## config.mk

```make
export PLATFORM = sky130hd
export DESIGN_NAME = clk_mode_ctrl
export DESIGN_NICKNAME = d
export VERILOG_FILES = /design/src/rtl/clkm_pkg.sv /design/src/rtl/clkm_lock_ctr.sv /design/src/rtl/clkm_src_sel.sv /design/src/rtl/clkm_divider.sv /design/src/rtl/clk_mode_ctrl.sv
export SDC_FILE = /design/constraint.sdc
export NUM_CORES = 1
export LEC_CHECK = 0
export ABC_CLOCK_PERIOD_IN_PS = 2000
export BUFFER_PORTS_ARGS = -buffer_cell sky130_fd_sc_hd__buf_2
export CELL_PAD_IN_SITES_DETAIL_PLACEMENT = 2
export CELL_PAD_IN_SITES_GLOBAL_PLACEMENT = 2
export CORE_UTILIZATION = 35
export CTS_CLUSTER_SIZE = 10
export DETAILED_ROUTE_END_ITERATION = 7
export GPL_TIMING_DRIVEN = 0
export PLACE_DENSITY = 0.86
export SLEW_MARGIN = 20
export SYNTH_ARGS = -nofsm -noshare
export SYNTH_HDL_FRONTEND = slang
export SYNTH_SLANG_ARGS = --single-unit
```

## constraint.sdc

```tcl
create_clock -name clk -period 2 [get_ports clk]
set_input_delay 0.2 -clock clk [delete_from_list [all_inputs] [get_ports clk]]
set_output_delay 0.2 -clock clk [all_outputs]
set_load 0.03 [all_outputs]
```

## src/rtl/clkm_pkg.sv

```systemverilog
package clkm_pkg;

    typedef enum logic [1:0] {
        DIV_FULL = 2'd0,
        DIV_SLOW = 2'd1,
        DIV_STOP = 2'd2
    } div_state_e;

    typedef enum logic {
        SRC_HALF = 1'b0,
        SRC_FAST = 1'b1
    } src_state_e;

    localparam logic [1:0] MODE_STATIC = 2'b00;
    localparam logic [1:0] MODE_HALVED = 2'b01;
    localparam logic [1:0] MODE_DIRECT = 2'b10;
    localparam logic [1:0] MODE_MULT   = 2'b11;

    localparam logic [1:0] SEL_FULL = 2'b00;
    localparam logic [1:0] SEL_SLOW = 2'b01;
    localparam logic [1:0] SEL_STOP = 2'b10;

endpackage

```

## src/rtl/clkm_lock_ctr.sv

```systemverilog
module clkm_lock_ctr #(
    parameter int LOCK_W = 8
) (
    input  logic              clk,
    input  logic              por_n,
    input  logic              ref_tick,
    input  logic              count_en,
    output logic [LOCK_W-1:0] lock_cnt,
    output logic              lock_done
);
    localparam logic [LOCK_W-1:0] CNT_ONE  = LOCK_W'(1);
    localparam logic [LOCK_W-1:0] CNT_LAST = {LOCK_W{1'b1}};

    // Counts reference strobes once; power-on reset is the only clear.
    always_ff @(posedge clk or negedge por_n) begin
        if (!por_n) begin
            lock_cnt  <= '0;
            lock_done <= 1'b0;
        end else if (count_en && ref_tick && !lock_done) begin
            lock_cnt <= lock_cnt + CNT_ONE;
            if (lock_cnt == CNT_LAST) begin
                lock_done <= 1'b1;
            end
        end
    end

endmodule

```

## src/rtl/clkm_src_sel.sv

```systemverilog
module clkm_src_sel
    import clkm_pkg::*;
(
    input  logic       clk,
    input  logic       por_n,
    input  logic       ref_tick,
    input  logic       rst_fall,
    input  logic [1:0] mode_sel,
    input  logic       lock_done,
    output logic       base_ce,
    output src_state_e src_state
);
    logic       half_ph;
    logic       half_ce;
    src_state_e src_next;

    // Halving phase: a falling device reset puts it back to its first half.
    always_ff @(posedge clk or negedge por_n) begin
        if (!por_n) begin
            half_ph <= 1'b0;
        end else if (rst_fall) begin
            half_ph <= 1'b0;
        end else if (ref_tick) begin
            half_ph <= ~half_ph;
        end
    end

    always_comb begin
        src_next = src_state;
        unique case (src_state)
            SRC_HALF: if (lock_done && !half_ph) src_next = SRC_FAST;
            SRC_FAST: src_next = SRC_FAST;
            default:  src_next = SRC_HALF;
        endcase
    end

    always_ff @(posedge clk or negedge por_n) begin
        if (!por_n) begin
            src_state <= SRC_HALF;
        end else begin
            src_state <= src_next;
        end
    end

    assign half_ce = ref_tick & half_ph;

    always_comb begin
        base_ce = 1'b0;
        unique case (mode_sel)
            MODE_STATIC: base_ce = ref_tick;
            MODE_HALVED: base_ce = half_ce;
            MODE_DIRECT: base_ce = ref_tick;
            MODE_MULT:   base_ce = (src_state == SRC_FAST) ? 1'b1 : half_ce;
            default:     base_ce = 1'b0;
        endcase
    end

endmodule

```

## src/rtl/clkm_divider.sv

```systemverilog
module clkm_divider
    import clkm_pkg::*;
#(
    parameter int SLOW_DIV = 16,
    parameter int NUM_IRQ  = 4
) (
    input  logic               clk,
    input  logic               por_n,
    input  logic               base_ce,
    input  logic               rst_pin_n,
    input  logic [NUM_IRQ-1:0] irq_n,
    input  logic               div_load,
    input  logic [1:0]         div_sel,
    output logic               cpu_ce,
    output div_state_e         div_state
);
    localparam int              DIV_W    = (SLOW_DIV > 1) ? $clog2(SLOW_DIV) : 1;
    localparam logic [DIV_W-1:0] DIV_LAST = DIV_W'(SLOW_DIV - 1);
    localparam logic [DIV_W-1:0] DIV_ONE  = DIV_W'(1);

    div_state_e       div_next;
    logic [DIV_W-1:0] slow_cnt;
    logic             pend_v;
    logic [1:0]       pend_sel;
    logic             boundary;
    logic             wake;
    logic             sel_ok;
    logic             ce_next;

    assign wake   = !rst_pin_n || !(&irq_n);
    assign sel_ok = (div_sel == SEL_FULL) || (div_sel == SEL_SLOW) || (div_sel == SEL_STOP);

    function automatic div_state_e sel_to_state(input logic [1:0] sel, input div_state_e cur);
        div_state_e st;
        st = cur;
        unique case (sel)
            SEL_FULL: st = DIV_FULL;
            SEL_SLOW: st = DIV_SLOW;
            SEL_STOP: st = DIV_STOP;
            default:  st = cur;
        endcase
        return st;
    endfunction

    // End of a complete output period in each state.
    always_comb begin
        boundary = 1'b0;
        unique case (div_state)
            DIV_FULL: boundary = 1'b1;
            DIV_SLOW: boundary = base_ce && (slow_cnt == DIV_LAST);
            DIV_STOP: boundary = 1'b0;
            default:  boundary = 1'b1;
        endcase
    end

    always_comb begin
        div_next = div_state;
        if (!rst_pin_n) begin
            div_next = DIV_FULL;
        end else begin
            unique case (div_state)
                DIV_FULL: if (pend_v && boundary) div_next = sel_to_state(pend_sel, div_state);
                DIV_SLOW: if (pend_v && boundary) div_next = sel_to_state(pend_sel, div_state);
                DIV_STOP: if (wake) div_next = DIV_FULL;
                default:  div_next = DIV_FULL;
            endcase
        end
    end

    // State register with its period counter and pending request.
    always_ff @(posedge clk or negedge por_n) begin
        if (!por_n) begin
            div_state <= DIV_FULL;
            slow_cnt  <= '0;
            pend_v    <= 1'b0;
            pend_sel  <= SEL_FULL;
        end else begin
            div_state <= div_next;
            if (!rst_pin_n) begin
                pend_v <= 1'b0;
            end else if (div_load && sel_ok && div_state != DIV_STOP) begin
                pend_v   <= 1'b1;
                pend_sel <= div_sel;
            end else if (pend_v && boundary) begin
                pend_v <= 1'b0;
            end
            if (div_next != div_state || !rst_pin_n) begin
                slow_cnt <= '0;
            end else if (div_state == DIV_SLOW && base_ce) begin
                slow_cnt <= (slow_cnt == DIV_LAST) ? '0 : slow_cnt + DIV_ONE;
            end
        end
    end

    always_comb begin
        ce_next = 1'b0;
        unique case (div_state)
            DIV_FULL: ce_next = base_ce;
            DIV_SLOW: ce_next = base_ce && (slow_cnt == DIV_LAST);
            DIV_STOP: ce_next = 1'b0;
            default:  ce_next = 1'b0;
        endcase
    end

    // Output register.
    always_ff @(posedge clk or negedge por_n) begin
        if (!por_n) begin
            cpu_ce <= 1'b0;
        end else begin
            cpu_ce <= ce_next;
        end
    end

endmodule

```

## src/rtl/clk_mode_ctrl.sv

```systemverilog
module clk_mode_ctrl
    import clkm_pkg::*;
#(
    parameter int LOCK_W   = 8,
    parameter int SLOW_DIV = 16,
    parameter int NUM_IRQ  = 4
) (
    input  logic               clk,
    input  logic               por_n,
    input  logic               ref_tick,
    input  logic [1:0]         mode_sel,
    input  logic               rst_pin_n,
    input  logic [NUM_IRQ-1:0] irq_n,
    input  logic               div_load,
    input  logic [1:0]         div_sel,
    output logic               cpu_ce,
    output logic               lock_done
);
    logic              rst_q;
    logic              rst_fall;
    logic              lock_en;
    logic              base_ce;
    logic [LOCK_W-1:0] lock_cnt;
    src_state_e        src_state;
    div_state_e        div_state;

    always_ff @(posedge clk or negedge por_n) begin
        if (!por_n) begin
            rst_q <= 1'b0;
        end else begin
            rst_q <= rst_pin_n;
        end
    end

    assign rst_fall = rst_q & ~rst_pin_n;
    assign lock_en  = rst_pin_n && (mode_sel == MODE_MULT);

    clkm_lock_ctr #(
        .LOCK_W (LOCK_W)
    ) lock_i (
        .clk       (clk),
        .por_n     (por_n),
        .ref_tick  (ref_tick),
        .count_en  (lock_en),
        .lock_cnt  (lock_cnt),
        .lock_done (lock_done)
    );

    clkm_src_sel src_i (
        .clk       (clk),
        .por_n     (por_n),
        .ref_tick  (ref_tick),
        .rst_fall  (rst_fall),
        .mode_sel  (mode_sel),
        .lock_done (lock_done),
        .base_ce   (base_ce),
        .src_state (src_state)
    );

    clkm_divider #(
        .SLOW_DIV (SLOW_DIV),
        .NUM_IRQ  (NUM_IRQ)
    ) div_i (
        .clk       (clk),
        .por_n     (por_n),
        .base_ce   (base_ce),
        .rst_pin_n (rst_pin_n),
        .irq_n     (irq_n),
        .div_load  (div_load),
        .div_sel   (div_sel),
        .cpu_ce    (cpu_ce),
        .div_state (div_state)
    );

endmodule

```

## Word level (Yosys, flattened, before mapping)

Cells that the tools add are included.

| storage, ports and cells | value |
|---|---|
| register bits after elaboration | 22 |
| latch bits | 0 |
| RAM bits | 0 |
| memory bits (read-only) | 0 |
| input bits | 13 |
| output and inout port bits | 2 |
| logic and storage cells | 78 |
| memories kept | 0 |

| operators by class | value |
|---|---|
| add/sub/neg operators | 2 |
| multipliers | 0 |
| div/mod/pow operators | 0 |
| magnitude comparators | 0 |
| equality and inequality tests | 14 |
| shift operators | 0 |
| multiplexer cells | 19 |
| bitwise logic cells | 5 |
| reduce and logical (&&, ||, !) cells | 28 |

Operators by type and width:

| cell | count |
|---|---|
| $mux 4 | 3 |
| $eq 2x2->1 const B | 5 |
| $logic_and 1x1->1 | 9 |
| $add 8x1->8 const B | 1 |
| $eq 2x1->1 const B | 4 |
| $eq 8x8->1 const B | 1 |
| $logic_not 2->1 | 4 |
| $mux 1 | 7 |
| $mux 2 | 3 |
| $pmux 1 s2 | 3 |
| $pmux 2 s3 | 1 |
| $add 4x1->4 const B | 1 |
| $eq 4x4->1 const B | 1 |
| $logic_not 1->1 | 4 |
| $logic_or 1x1->1 | 4 |
| $pmux 2 s2 | 1 |
| $reduce_and 2->1 | 2 |
| $reduce_and 4->1 | 1 |
| $reduce_bool 2->1 | 2 |
| $reduce_or 2->1 | 2 |
| $ne 3x1->1 const B | 1 |
| $not 1->1 | 3 |
| $pmux 1 s3 | 1 |
| $and 1x1->1 | 2 |
| other kinds (2) | 2 |

## Longest topological paths before layout

Gate-level depths: netlist of run 1.

| depth | value |
|---|---|
| depth after elaboration | 12 |
| gate-level depth with buffers | 5 |

## Cells and area by module

Synthesis of run 1 repeated with hierarchy kept, for this count alone.

| second synthesis, totals | value |
|---|---|
| cell total of the unflattened synthesis | 115 |
| area, all modules | 1168.6 sq um |

By module, submodules not included:

| module | instances | cells each | area each (sq um) | sequential area each (sq um) |
|---|---|---|---|---|
| clkm_divider | 1 | 69 | 608.1 | 250.2 |
| clkm_lock_ctr | 1 | 35 | 429.2 | 225.2 |
| clkm_src_sel | 1 | 8 | 90.1 | 50.0 |
| clk_mode_ctrl | 1 | 3 | 41.3 | 25.0 |

## Worst setup path before layout of run 1

OpenSTA, ideal clock, no wires.

| timing path | value |
|---|---|
| path kind | reg-to-reg |
| start point | register div_i.div_state[1] |
| end point | register div_i.slow_cnt[2] |
| setup time | 95 ps |
| arrival | 1385 ps |
| required time | 1905 ps |
| path slack | 520 ps |
| cell stages (with the launch flop) | 6 |
| path buffers | 1 |
| clock period less this slack | 1480 ps |
| cells stage by stage | dfrtp_1 -> and4b_1 -> a31oi_1 -> buf_6 -> or3_1 -> a211oi_1 |

| on the way | value |
|---|---|
| longest elaborated chain between the ends | 9 |

RTL lines:

| what | line | text |
|---|---|---|
| from (decl) | clkm_divider.sv:15 | `output div_state_e div_state` |
| from (signal assigned) | clkm_divider.sv:78 | `div_state <= div_next;` |
| $eq 2x2->1 / $eq 2x1->1 (equally long branches) | clkm_divider.sv:48, clkm_divider.sv:61, clkm_divider.sv:89 |  |
| $pmux 1 s2 | clkm_divider.sv:48 | `unique case (div_state)` |
| $logic_and 1x1->1 | clkm_divider.sv:62, clkm_divider.sv:63 |  |
| $mux 2 | clkm_divider.sv:63 | `DIV_SLOW: if (pend_v && boundary) div_next = sel_to_state(pend_sel, div_state);` |
| $pmux 2 s2 | clkm_divider.sv:61 | `unique case (div_state)` |
| $mux 2 | clkm_divider.sv:58 | `if (!rst_pin_n) begin` |
| $ne 2x2->1 | clkm_divider.sv:87 | `if (div_next != div_state \|\| !rst_pin_n) begin` |
| $logic_or 1x1->1 | clkm_divider.sv:87 |  |
| $mux 4 / $reduce_bool 2->1 (equally long branches) | -- |  |
| to (signal assigned) | clkm_divider.sv:90 | `slow_cnt <= (slow_cnt == DIV_LAST) ? '0 : slow_cnt + DIV_ONE;` |
| to (decl) | clkm_divider.sv:22 | `logic [DIV_W-1:0] slow_cnt;` |

Several ways; a longest one is shown, not always the timed one.
A chain may end at the register's enable or synchronous reset.

## Worst setup path after layout of run 1

| timing path | value |
|---|---|
| start point | register div_i.div_state[1] |
| end point | register div_i.slow_cnt[0] |

Same word-level chain as after synthesis.

==> results of run 1 <==
how the worst max path moves through the flow:
stage,startpoint,end
after floorplan,div_i.div_state[1]$_DFF_PN0_,div_i.slow_cnt[2]$_DFFE_PN0P_
after global placement,div_i.div_state[1]$_DFF_PN0_,div_i.slow_cnt[3]$_DFFE_PN0P_
after detailed placement,div_i.div_state[1]$_DFF_PN0_,div_i.slow_cnt[0]$_DFFE_PN0P_
after CTS,div_i.div_state[1]$_DFF_PN0_,div_i.slow_cnt[0]$_DFFE_PN0P_
after global routing,div_i.slow_cnt[0]$_DFFE_PN0P_,div_i.slow_cnt[2]$_DFFE_PN0P_
final,div_i.div_state[1]$_DFF_PN0_,div_i.slow_cnt[0]$_DFFE_PN0P_
report_power, final:
| group | internal, uW | total [uW] | switching (uW) |
|---|---|---|---|
| Combinational | 68.7 | 141 | 71.9 |
| Sequential | 497 | 551 | 54.3 |
| Clock | 111 | 251 | 140 |
routing by layer:
metal	routed length (um)	part of all wire [%]
met5	0	0
met4	56	2.1
met3	54	2.0
met2	1370	51
met1	1200	45
cell type report:
class / instances / area (um2) / share of cell area [%]
buffer: 2 / 16.3 / 1.31
clock buffer: 4 / 36.3 / 2.93
inverter: 5 / 18.8 / 1.51
multi-input combinational: 73 / 499 / 40.3
sequential: 22 / 551 / 44.4
tap: 31 / 38.8 / 3.13
timing repair buffer: 15 / 80.1 / 6.46
layout by cell type (no fill, tap or decap), types with 4 or more instances in the layout:
cell and count:
sky130_fd_sc_hd__o21ai_0 6, sky130_fd_sc_hd__a21oi_1 4, sky130_fd_sc_hd__nand3_1 5, sky130_fd_sc_hd__xnor2_1 4, sky130_fd_sc_hd__inv_1 5, sky130_fd_sc_hd__dfrtp_1 22
sky130_fd_sc_hd__buf_2 15, sky130_fd_sc_hd__a211oi_1 5, sky130_fd_sc_hd__nor2_1 4, sky130_fd_sc_hd__nand2_1 5
state kept, by name (all words and copies together), names as in the netlist:
register,count
div_i.slow_cnt,4
div_i.pend_sel,2
src_i.src_state,1
lock_i.lock_cnt,8
lock_i.lock_done,1
rst_q,1
src_i.half_ph,1
div_i.cpu_ce,1
div_i.pend_v,1
div_i.div_state,2
critical path: stages (launching register included):
cell and delay [ns]:
sky130_fd_sc_hd__dfrtp_1 0.48, sky130_fd_sc_hd__and4b_1 0.29, sky130_fd_sc_hd__a31oi_1 0.06, sky130_fd_sc_hd__buf_6 0.16
sky130_fd_sc_hd__nor3_1 0.53, sky130_fd_sc_hd__a211oi_1 0.11
metrics by stage:
step           instances  instance area (um2)
6_report             152                 1240
5_1_grt              152                 1240
4_1_cts              152                 1240
3_5_place_dp         147                 1190
3_3_place_gp         147                 1190
2_1_floorplan        102                 1080
cell families after synthesis:
family | count (synthesis) | share of synthesized area [%]
AO/OA/AOI/OAI | 26 | 15.8
adder cells (fa/ha/maj) | 2 | 2.31
buffers and inverters | 7 | 3.23
multiplexers | 3 | 3.11
flip-flops | 22 | 50.7
XOR/XNOR | 7 | 5.65
AND/OR/NAND/NOR | 35 | 19.1
==> impl_metrics.toml, run 1 <==
[run_status]
outcome = "finished clean"

[min_path]
whs_path_depth = 1
min_delay_worst_endpoint = "rst_q$_DFF_PN0_"
holdCritPathClass = "input port to flip-flop"
hold_path_startpoint = "rst_pin_n"

[drt]
drt-total-wl_mm = 2.68
via_to_cell_ratio = 5.77
vias = 877
routedWlPerCell_um = 17.6
dr.pass1.iters = 3
drc = 0
dr.first_iter.drc_count = 17
drt.antenna.violating_nets = 0

[floorplan]
fp.dieH_um = 57.7
io-pin-count = 15
die_boundary_width_um = 57.7
floorplan.initialDensity_pct = 38.0
placeableCoreArea_um2 = 2850
placement_rows = 19
fp.dieArea_um2 = 3330

[logic_synthesis]
synth_enable_flop_cells = 0
synthesized_nets = 117
ys.warnings.count = 0
postSynthAreaPerCell_um2 = 10.6
synth_sequential_area_ratio_pct = 50.7
synth-main-ff-cell = "sky130_fd_sc_hd__dfrtp_1"
synth_top_cell_area_share_pct = 50.7
synthesis.area_um2 = 1080
async_reset_ff_share_pct = 100
netlist-cell-type-count = 38
synthTopCellsByArea = "sky130_fd_sc_hd__dfrtp_1 (51%), sky130_fd_sc_hd__a211oi_1 (3.5%), sky130_fd_sc_hd__xnor2_1 (3.2%)"
yosys.area.top_type = "sky130_fd_sc_hd__dfrtp_1"
synthMostInstantiatedCell = "sky130_fd_sc_hd__dfrtp_1"
yosys-top-cells-count = "sky130_fd_sc_hd__dfrtp_1 (22), sky130_fd_sc_hd__o21ai_0 (6)"
yosys_register_bits = 22
netlist_instances = 102

[timing]
setup-violations-final = 0
final.setup.tns_ns = 0
timing.final.crit_period_ns = 1.77
final-max-slew-violation-count = 0
fin_worst_hold_slack_ns = 0.0927
fin_skew_ns = 0.0115
period_share_pct = 88.7
timing.final.hold_violations = 0
maxClockFrequency_mhz = 564
tightest_slew_ns = 0.883
max-slew-margin-rel_pct = 40.4
rsz0062_at_grt = "no"
setup_ws_ns = 0.226

[grt]
grt_antenna_before_repair = 0
grt_max_degree = 23
grt_use_total_pct = 19.7
global_route_wire_length_before_repair_mm = 4.90
gr-usage-met1_pct = 24.3
grt.busiest_layer = "met2"
grt.met3_usage_pct = 2.68
grt_remaining_overflow = 0
number_of_global_route_vias_before_repair = 1002
gr-usage-met2_pct = 34.2

[layout]
final_layout_size_suffix_gt1_share_pct = 19.0
antenna_cells = 0
fin_util_pct = 43.5
filler_cell_count = 324
final_net_count = 137
area.growth.synth_to_final_pct = 14.3

[critical_path]
timing.rr.end = "div_i.slow_cnt[0]$_DFFE_PN0P_"
worst-path-max-fanout = 10
worst_setup_path_category = "flip-flop to flip-flop"
timing.critical_path.from_type = "flip-flop"
worst_ep_required_ns = 2.17
critPathArrivalTime_ns = 1.95
reg2reg_slack_ns = 0.23
r2r_cell_count = 5
r2r-start = "div_i.div_state[1]$_DFF_PN0_"
setup.worst_path.end_class = "flip-flop"

[place]
place_worst_setup_slack_ns = 0.253
place_hpwl_mm = 1.92
finalWeightedCongestion = 0.792
numPortBuffers = 14

[clock_network]
cts-htree-levels = 1
clock_latency_ns = 0.32
clk_pin_slew_ns = 0.13
cts_setup_buffers = 0
tritoncts = "done"
ctsLongestPathBuffers = 2
post_cts_resize_count = 0
cts.hold.buffers_added = 1
tritoncts.num_buffers = 3
cts.sinks = 22
clock_tree.root_cell = "sky130_fd_sc_hd__clkbuf_4"

[power]
total_power_uw = 942
power_leakage_uw = 0.000562
power_density_nw_per_um2 = 760
ir_worst_vdd_mv = 0.455

[run]
cap_viol_max_count = 0
Power figures use the tool's default switching activity.
==> run 2: changes to the inputs <==
--- a/config.mk
+++ b/config.mk
@@ -9,6 +9,7 @@
 export BUFFER_PORTS_ARGS = -buffer_cell sky130_fd_sc_hd__buf_2
 export CELL_PAD_IN_SITES_DETAIL_PLACEMENT = 2
 export CELL_PAD_IN_SITES_GLOBAL_PLACEMENT = 2
+export CORE_ASPECT_RATIO = 1.75
 export CORE_UTILIZATION = 35
 export CTS_CLUSTER_SIZE = 10
 export DETAILED_ROUTE_END_ITERATION = 7
==> run 2 against run 1 <==
  * Maximum frequency increased by 0.67%
  * Combinational power hardly changed
  * Design area rose by 2.5%
  * Setup slack gained 0.012 ns
  * Clock skew is 0.0093 ns lower
  * Flip-flop and latch count did not move
  * Worst hold slack improved by 0.054 ns
  * Non-clock buffer count did not move
  * Clock-buffer cell count shrank 1
  * First-iteration DRC count is 12% higher
  * Critical path type unchanged
  * Largest cell class unchanged
==> impl_metrics.toml, run 2 (synthesis gave the netlist of run 1 again) <==
[run_status]
outcome = "finished clean"

[drt]
drt-total-wl_mm = 2.77
met1_length_mm = 1.10
drc = 0
routedWlPerCell_um = 18.6
drt.antenna.violating_nets = 0
met2_layer_wire_length_in_the_routed_design_mm = 1.57
dr.first_iter.drc_count = 19
detailed_routed_wire_length_on_met3_um = 50
vias = 898
highest_layer = "met4"
dr.pass1.iters = 6
via_to_cell_ratio = 6.03

[clock_network]
clk_pin_slew_ns = 0.08
cts.sinks = 22
clock_latency_ns = 0.26
ctsLongestPathBuffers = 2
tritoncts = "done"
clock_tree.root_cell = "sky130_fd_sc_hd__clkbuf_8"
cts-htree-levels = 1
cts_setup_buffers = 0
tritoncts.num_buffers = 3

[layout]
final_layout_size_suffix_gt1_share_pct = 19.0
fin_util_pct = 43.4
final_common_cell = "sky130_fd_sc_hd__dfrtp_1"
max_reg_flops = 8
largest_reg_by_ff_count = "lock_i.lock_cnt"
final_design_area_no_fill_um2 = 1270
layout_common_cells = "sky130_fd_sc_hd__dfrtp_1 (22), sky130_fd_sc_hd__buf_2 (15), sky130_fd_sc_hd__o21ai_0 (6)"
final_net_count = 137
largestRegisters = "lock_i.lock_cnt (8), div_i.slow_cnt (4)"
antenna_cells = 0
area.growth.synth_to_final_pct = 17.2

[critical_path]
worst-path-max-fanout = 10
setup.worst_path.end_class = "flip-flop"
r2r_cell_count = 5
timing.critical_path.slowest_stage_cell = "sky130_fd_sc_hd__nor3_1"
worst_setup_path_category = "flip-flop to flip-flop"
timing.critical_path.slowest_cell_delay_ns = 0.49
worst_ep_required_ns = 2.10
critPathArrivalTime_ns = 1.86
timing.critical_path.from_type = "flip-flop"
cell_by_cell_trace_of_the_critical_path = "and4b_1 -> a31oi_1 -> buf_6 -> nor3_1 -> a211oi_1"

[place]
postPlaceCellArea_um2 = 1190
place_hpwl_mm = 2.05
numPortBuffers = 14
place_worst_setup_slack_ns = 0.231
finalWeightedCongestion = 0.729

[power]
switching_share_pct = 24.9
internal_power_uw = 833
seq_power_share_pct = 50.1
switchingPower_uw = 276
ir_worst_vdd_mv = 0.512
power_leakage_uw = 0.000576
comb_power_share_pct = 12.8
clock_power_share_pct = 37.0
power_density_nw_per_um2 = 873

[timing]
maxClockFrequency_mhz = 567
period_share_pct = 88.1
setup-violations-final = 0
fin_skew_ns = 0.00225
timing.final.hold_violations = 0
final.setup.tns_ns = 0
setup_ws_ns = 0.238
rsz0062_at_grt = "no"
tightest_slew_ns = 0.884
max-slew-margin-rel_pct = 40.3
timing.final.crit_period_ns = 1.76
final-max-slew-violation-count = 0

[min_path]
whs_path_depth = 1
holdCritPathClass = "input port to flip-flop"

[grt]
number_of_global_route_vias_before_repair = 974
grt_max_degree = 23
grt_remaining_overflow = 0
global_route_wire_length_before_repair_mm = 4.36
grt_use_total_pct = 18.1
grt_antenna_before_repair = 0

[floorplan]
fp.dieH_um = 75.6
fp.dieArea_um2 = 3330
placeableCoreArea_um2 = 2930
die_boundary_width_um = 44.1
floorplan.initialDensity_pct = 37.1
placement_rows = 26
io-pin-count = 15

[run]
cap_viol_max_count = 0
run 2: cell count changes in the layout (fill, tap and decap cells not counted), sizes merged:
cell	previous run	this run
bufinv	0	1
clkbuf	4	3
run 2: what timing repair did:
item	4_1_cts	5_1_grt
resized for setup	0	0
hold buffers	1	0
hold endpoints to repair	22	0
run 2: worst max-delay path, delay by kind of cell (launching register included):
family          cells  cell delay [ns]
compound gates      2             0.20
buf+inv             1             0.17
flops               1             0.47
simple gates        2             0.77
run 2: per-stage QoR:
step | power [uW] | hold slack, ns | instances
after floorplan | 636 | -0.0956 | 102
after global placement | 686 | 0.193 | 144
after detailed placement | 705 | 0.198 | 144
after CTS | 1120 | 0.149 | 149
after global routing | 1160 | 0.145 | 149
final | 1110 | 0.147 | 149
run 2: power groups by stage:
stage	Sequential, uW	Clock [uW]	Combinational (uW)
2_1_floorplan	550	0	86.8
3_3_place_gp	556	0	130
3_5_place_dp	563	0	142
4_1_cts	556	422	146
5_1_grt	563	437	164
6_report	556	411	142
run 2: per-layer routing:
layer  global-route usage (%)  vias up
li1                         -      417
met1                     19.4      461
met2                     35.3       15
met3                     2.13        5
met4                     6.06        0
met5                        0        -
run 2: layout make-up:
class / instances / area (um2)
Inverter: 5 / 18.8
Buffer: 2 / 16.3
Tap cell: 28 / 35.0
Fill cell: 334 / 1660
Clock inverter: 1 / 30.0
Timing Repair Buffer: 15 / 80.1
Clock buffer: 3 / 41.3
Sequential cell: 22 / 551
Multi-Input combinational cell: 73 / 499
run 2: final timing paths:
| path | slack, ns | from | to |
|---|---|---|---|
| min in group asynchronous | 0.43 | por_n | src_i.half_ph$_DFFE_PN0P_ |
| worst min-delay path | 0.15 | rst_pin_n | rst_q$_DFF_PN0_ |
| worst max-delay path | 0.24 | div_i.div_state[1]$_DFF_PN0_ | div_i.slow_cnt[1]$_DFFE_PN0P_ |
| worst min register to register | 0.47 | lock_i.lock_cnt[5]$_DFFE_PN0P_ | lock_i.lock_cnt[5]$_DFFE_PN0P_ |
| worst max register to register | 0.24 | div_i.div_state[1]$_DFF_PN0_ | div_i.slow_cnt[1]$_DFFE_PN0P_ |
| max in group asynchronous | 1.23 | por_n | lock_i.lock_cnt[5]$_DFFE_PN0P_ |
==> run 3: changes to the inputs <==
--- a/config.mk
+++ b/config.mk
@@ -15,6 +15,7 @@
 export DETAILED_ROUTE_END_ITERATION = 7
 export GPL_TIMING_DRIVEN = 0
 export PLACE_DENSITY = 0.86
+export SETUP_SLACK_MARGIN = 0.2
 export SLEW_MARGIN = 20
 export SYNTH_ARGS = -nofsm -noshare
 export SYNTH_HDL_FRONTEND = slang
==> constraint.sdc (replaced) <==
create_clock -name clk -period 2 [get_ports clk]
set_input_delay 0.2 -clock clk [delete_from_list [all_inputs] [get_ports clk]]
set_output_delay 0.2 -clock clk [all_outputs]
set_load 0.005 [all_outputs]
==> run 3 against run 2 <==
  * Power fell by 0.24%
  * Register-to-register slack better by 0.06 ns
  * Maximum frequency up 3.7%
  * Non-clock buffer count is the same
  * First-iteration DRC count decreased by 16%
  * Clock-buffer cell count unchanged
  * Flip-flop and latch count did not move
  * Critical path depth unchanged
  * Via count fell by 0.33%
  * Critical path type unchanged
  * Largest cell class unchanged
  * Largest power group unchanged
==> impl_metrics.toml, run 3 (synthesis gave the netlist of run 1 again) <==
[grt]
grt_use_total_pct = 18.1
number_of_global_route_vias_before_repair = 974
global_route_wire_length_before_repair_mm = 4.36
grt_max_degree = 23
grt_remaining_overflow = 0
grt_antenna_before_repair = 0

[timing]
period_share_pct = 84.9
final.setup.tns_ns = 0
fin_skew_ns = 0.00292
setup-violations-final = 0
final-max-slew-violation-count = 0
timing.final.hold_violations = 0
timing.final.crit_period_ns = 1.70
tightest_slew_ns = 0.608
setup_ws_ns = 0.301
rsz0062_at_grt = "yes"
max-slew-margin-rel_pct = 58.9
maxClockFrequency_mhz = 589

[critical_path]
worst-path-max-fanout = 10
setup.worst_path.end_class = "flip-flop"
worst_setup_path_category = "flip-flop to flip-flop"
worst_ep_required_ns = 2.16
timing.critical_path.from_type = "flip-flop"
critPathArrivalTime_ns = 1.86

[drt]
drt-total-wl_mm = 2.75
dr.pass1.iters = 6
routedWlPerCell_um = 18.5
via_to_cell_ratio = 6.01
dr.first_iter.drc_count = 16
vias = 895
drt.antenna.violating_nets = 0
drc = 0

[power]
power_density_nw_per_um2 = 864
power_leakage_uw = 0.000577
ir_worst_vdd_mv = 0.511

[floorplan]
fp.dieH_um = 75.6
die_boundary_width_um = 44.1
placeableCoreArea_um2 = 2930
floorplan.initialDensity_pct = 37.1
placement_rows = 26
fp.dieArea_um2 = 3330
io-pin-count = 15

[layout]
final_layout_size_suffix_gt1_share_pct = 20.7
layout_common_cells = "sky130_fd_sc_hd__dfrtp_1 (22), sky130_fd_sc_hd__buf_2 (15), sky130_fd_sc_hd__o21ai_0 (6)"
final_cells = 149
final_common_cell = "sky130_fd_sc_hd__dfrtp_1"
final_net_count = 137
antenna_cells = 0
max_reg_flops = 8
largestRegisters = "lock_i.lock_cnt (8), div_i.slow_cnt (4)"
area.growth.synth_to_final_pct = 18.1
largest_reg_by_ff_count = "lock_i.lock_cnt"
filler_cell_count = 333

[run_status]
outcome = "finished clean"

[place]
dpl.cell_count = 144
numPortBuffers = 14
finalWeightedCongestion = 0.729
place_worst_setup_slack_ns = 0.231
place_hpwl_mm = 2.05

[run]
cap_viol_max_count = 0

[clock_network]
clk_pin_slew_ns = 0.08
ctsLongestPathBuffers = 2
cts.sinks = 22
clock_latency_ns = 0.26
tritoncts = "done"
clock_tree.root_cell = "sky130_fd_sc_hd__clkbuf_8"
cts_setup_buffers = 0
tritoncts.num_buffers = 3
cts-htree-levels = 1

[min_path]
holdCritPathClass = "input port to flip-flop"
## run 3: cell count changes in the layout (fill, tap and decap cells not counted)
cell | before | now
sky130_fd_sc_hd__o311ai_0 | 1 | 0
sky130_fd_sc_hd__nand3_1 | 5 | 4
sky130_fd_sc_hd__nor3_1 | 2 | 1
sky130_fd_sc_hd__o311ai_1 | 0 | 1
sky130_fd_sc_hd__nand3_2 | 0 | 1
sky130_fd_sc_hd__nor3_2 | 0 | 1
## run 3: through the flow
stage	power [uW]	area (um2)	hold WS, ns	utilization (%)
2_1_floorplan	632	1080	-0.0956	-
3_3_place_gp	682	1190	0.193	40.6
3_5_place_dp	701	1190	0.198	40.6
4_1_cts	1120	1270	0.149	43.4
5_1_grt	1160	1280	0.146	43.8
6_report	1110	1280	0.147	43.8
## run 3: area by class of cell
cell class              instances  area (um2)  share of cell area, %
multi-input cells              73         509                   39.7
well taps                      28        35.0                   2.73
clock buffers                   3        41.3                   3.22
repair buffers                 15        80.1                   6.25
flip-flops and latches         22         551                   43.0
clock inverters                 1        30.0                   2.34
inverters                       5        18.8                   1.46
plain buffers                   2        16.3                   1.27
## run 3: final timing paths
path,cells after the start,to,slack (ns),start
max,5,div_i.slow_cnt[2]$_DFFE_PN0P_,0.30,div_i.div_state[1]$_DFF_PN0_
min,1,rst_q$_DFF_PN0_,0.15,rst_pin_n
max reg2reg,5,div_i.slow_cnt[2]$_DFFE_PN0P_,0.30,div_i.div_state[1]$_DFF_PN0_
min reg2reg,1,lock_i.lock_cnt[5]$_DFFE_PN0P_,0.47,lock_i.lock_cnt[5]$_DFFE_PN0P_
max in group asynchronous,2,div_i.div_state[1]$_DFF_PN0_,1.23,por_n
min in group asynchronous,2,src_i.half_ph$_DFFE_PN0P_,0.43,por_n
## run 3: where the power goes
part | switching, uW | internal (uW) | leakage (uW) | total [uW]
Sequential | 59.2 | 497 | 0.000291 | 556
Clock | 144 | 267 | 0.0000357 | 412
Combinational | 69.3 | 69.5 | 0.000250 | 139
Total | 273 | 834 | 0.000577 | 1110
## run 3: worst max-delay path, cell delays in order (launching register included)
cell and delay [ns]:
sky130_fd_sc_hd__dfrtp_1 0.47, sky130_fd_sc_hd__and4b_1 0.28, sky130_fd_sc_hd__a31oi_1 0.07, sky130_fd_sc_hd__buf_6 0.17, sky130_fd_sc_hd__or3_1 0.34, sky130_fd_sc_hd__a211oi_1 0.28
## run 3: layer usage
| layer | share of wire [%] | global-route usage (%) | up-vias |
|---|---|---|---|
| li1 | - | - | 414 |
| met1 | 39 | 19.4 | 463 |
| met2 | 58 | 35.3 | 13 |
| met3 | 1.8 | 2.13 | 5 |
| met4 | 1.5 | 6.06 | 0 |
| met5 | 0 | 0 | - |
## run 3: timing repair
item                                    4_1_cts  5_1_grt
endpoints found under the setup margin        0        5
endpoints found under the hold margin        22        0
resized for setup                             0        3
hold buffers                                  1        0
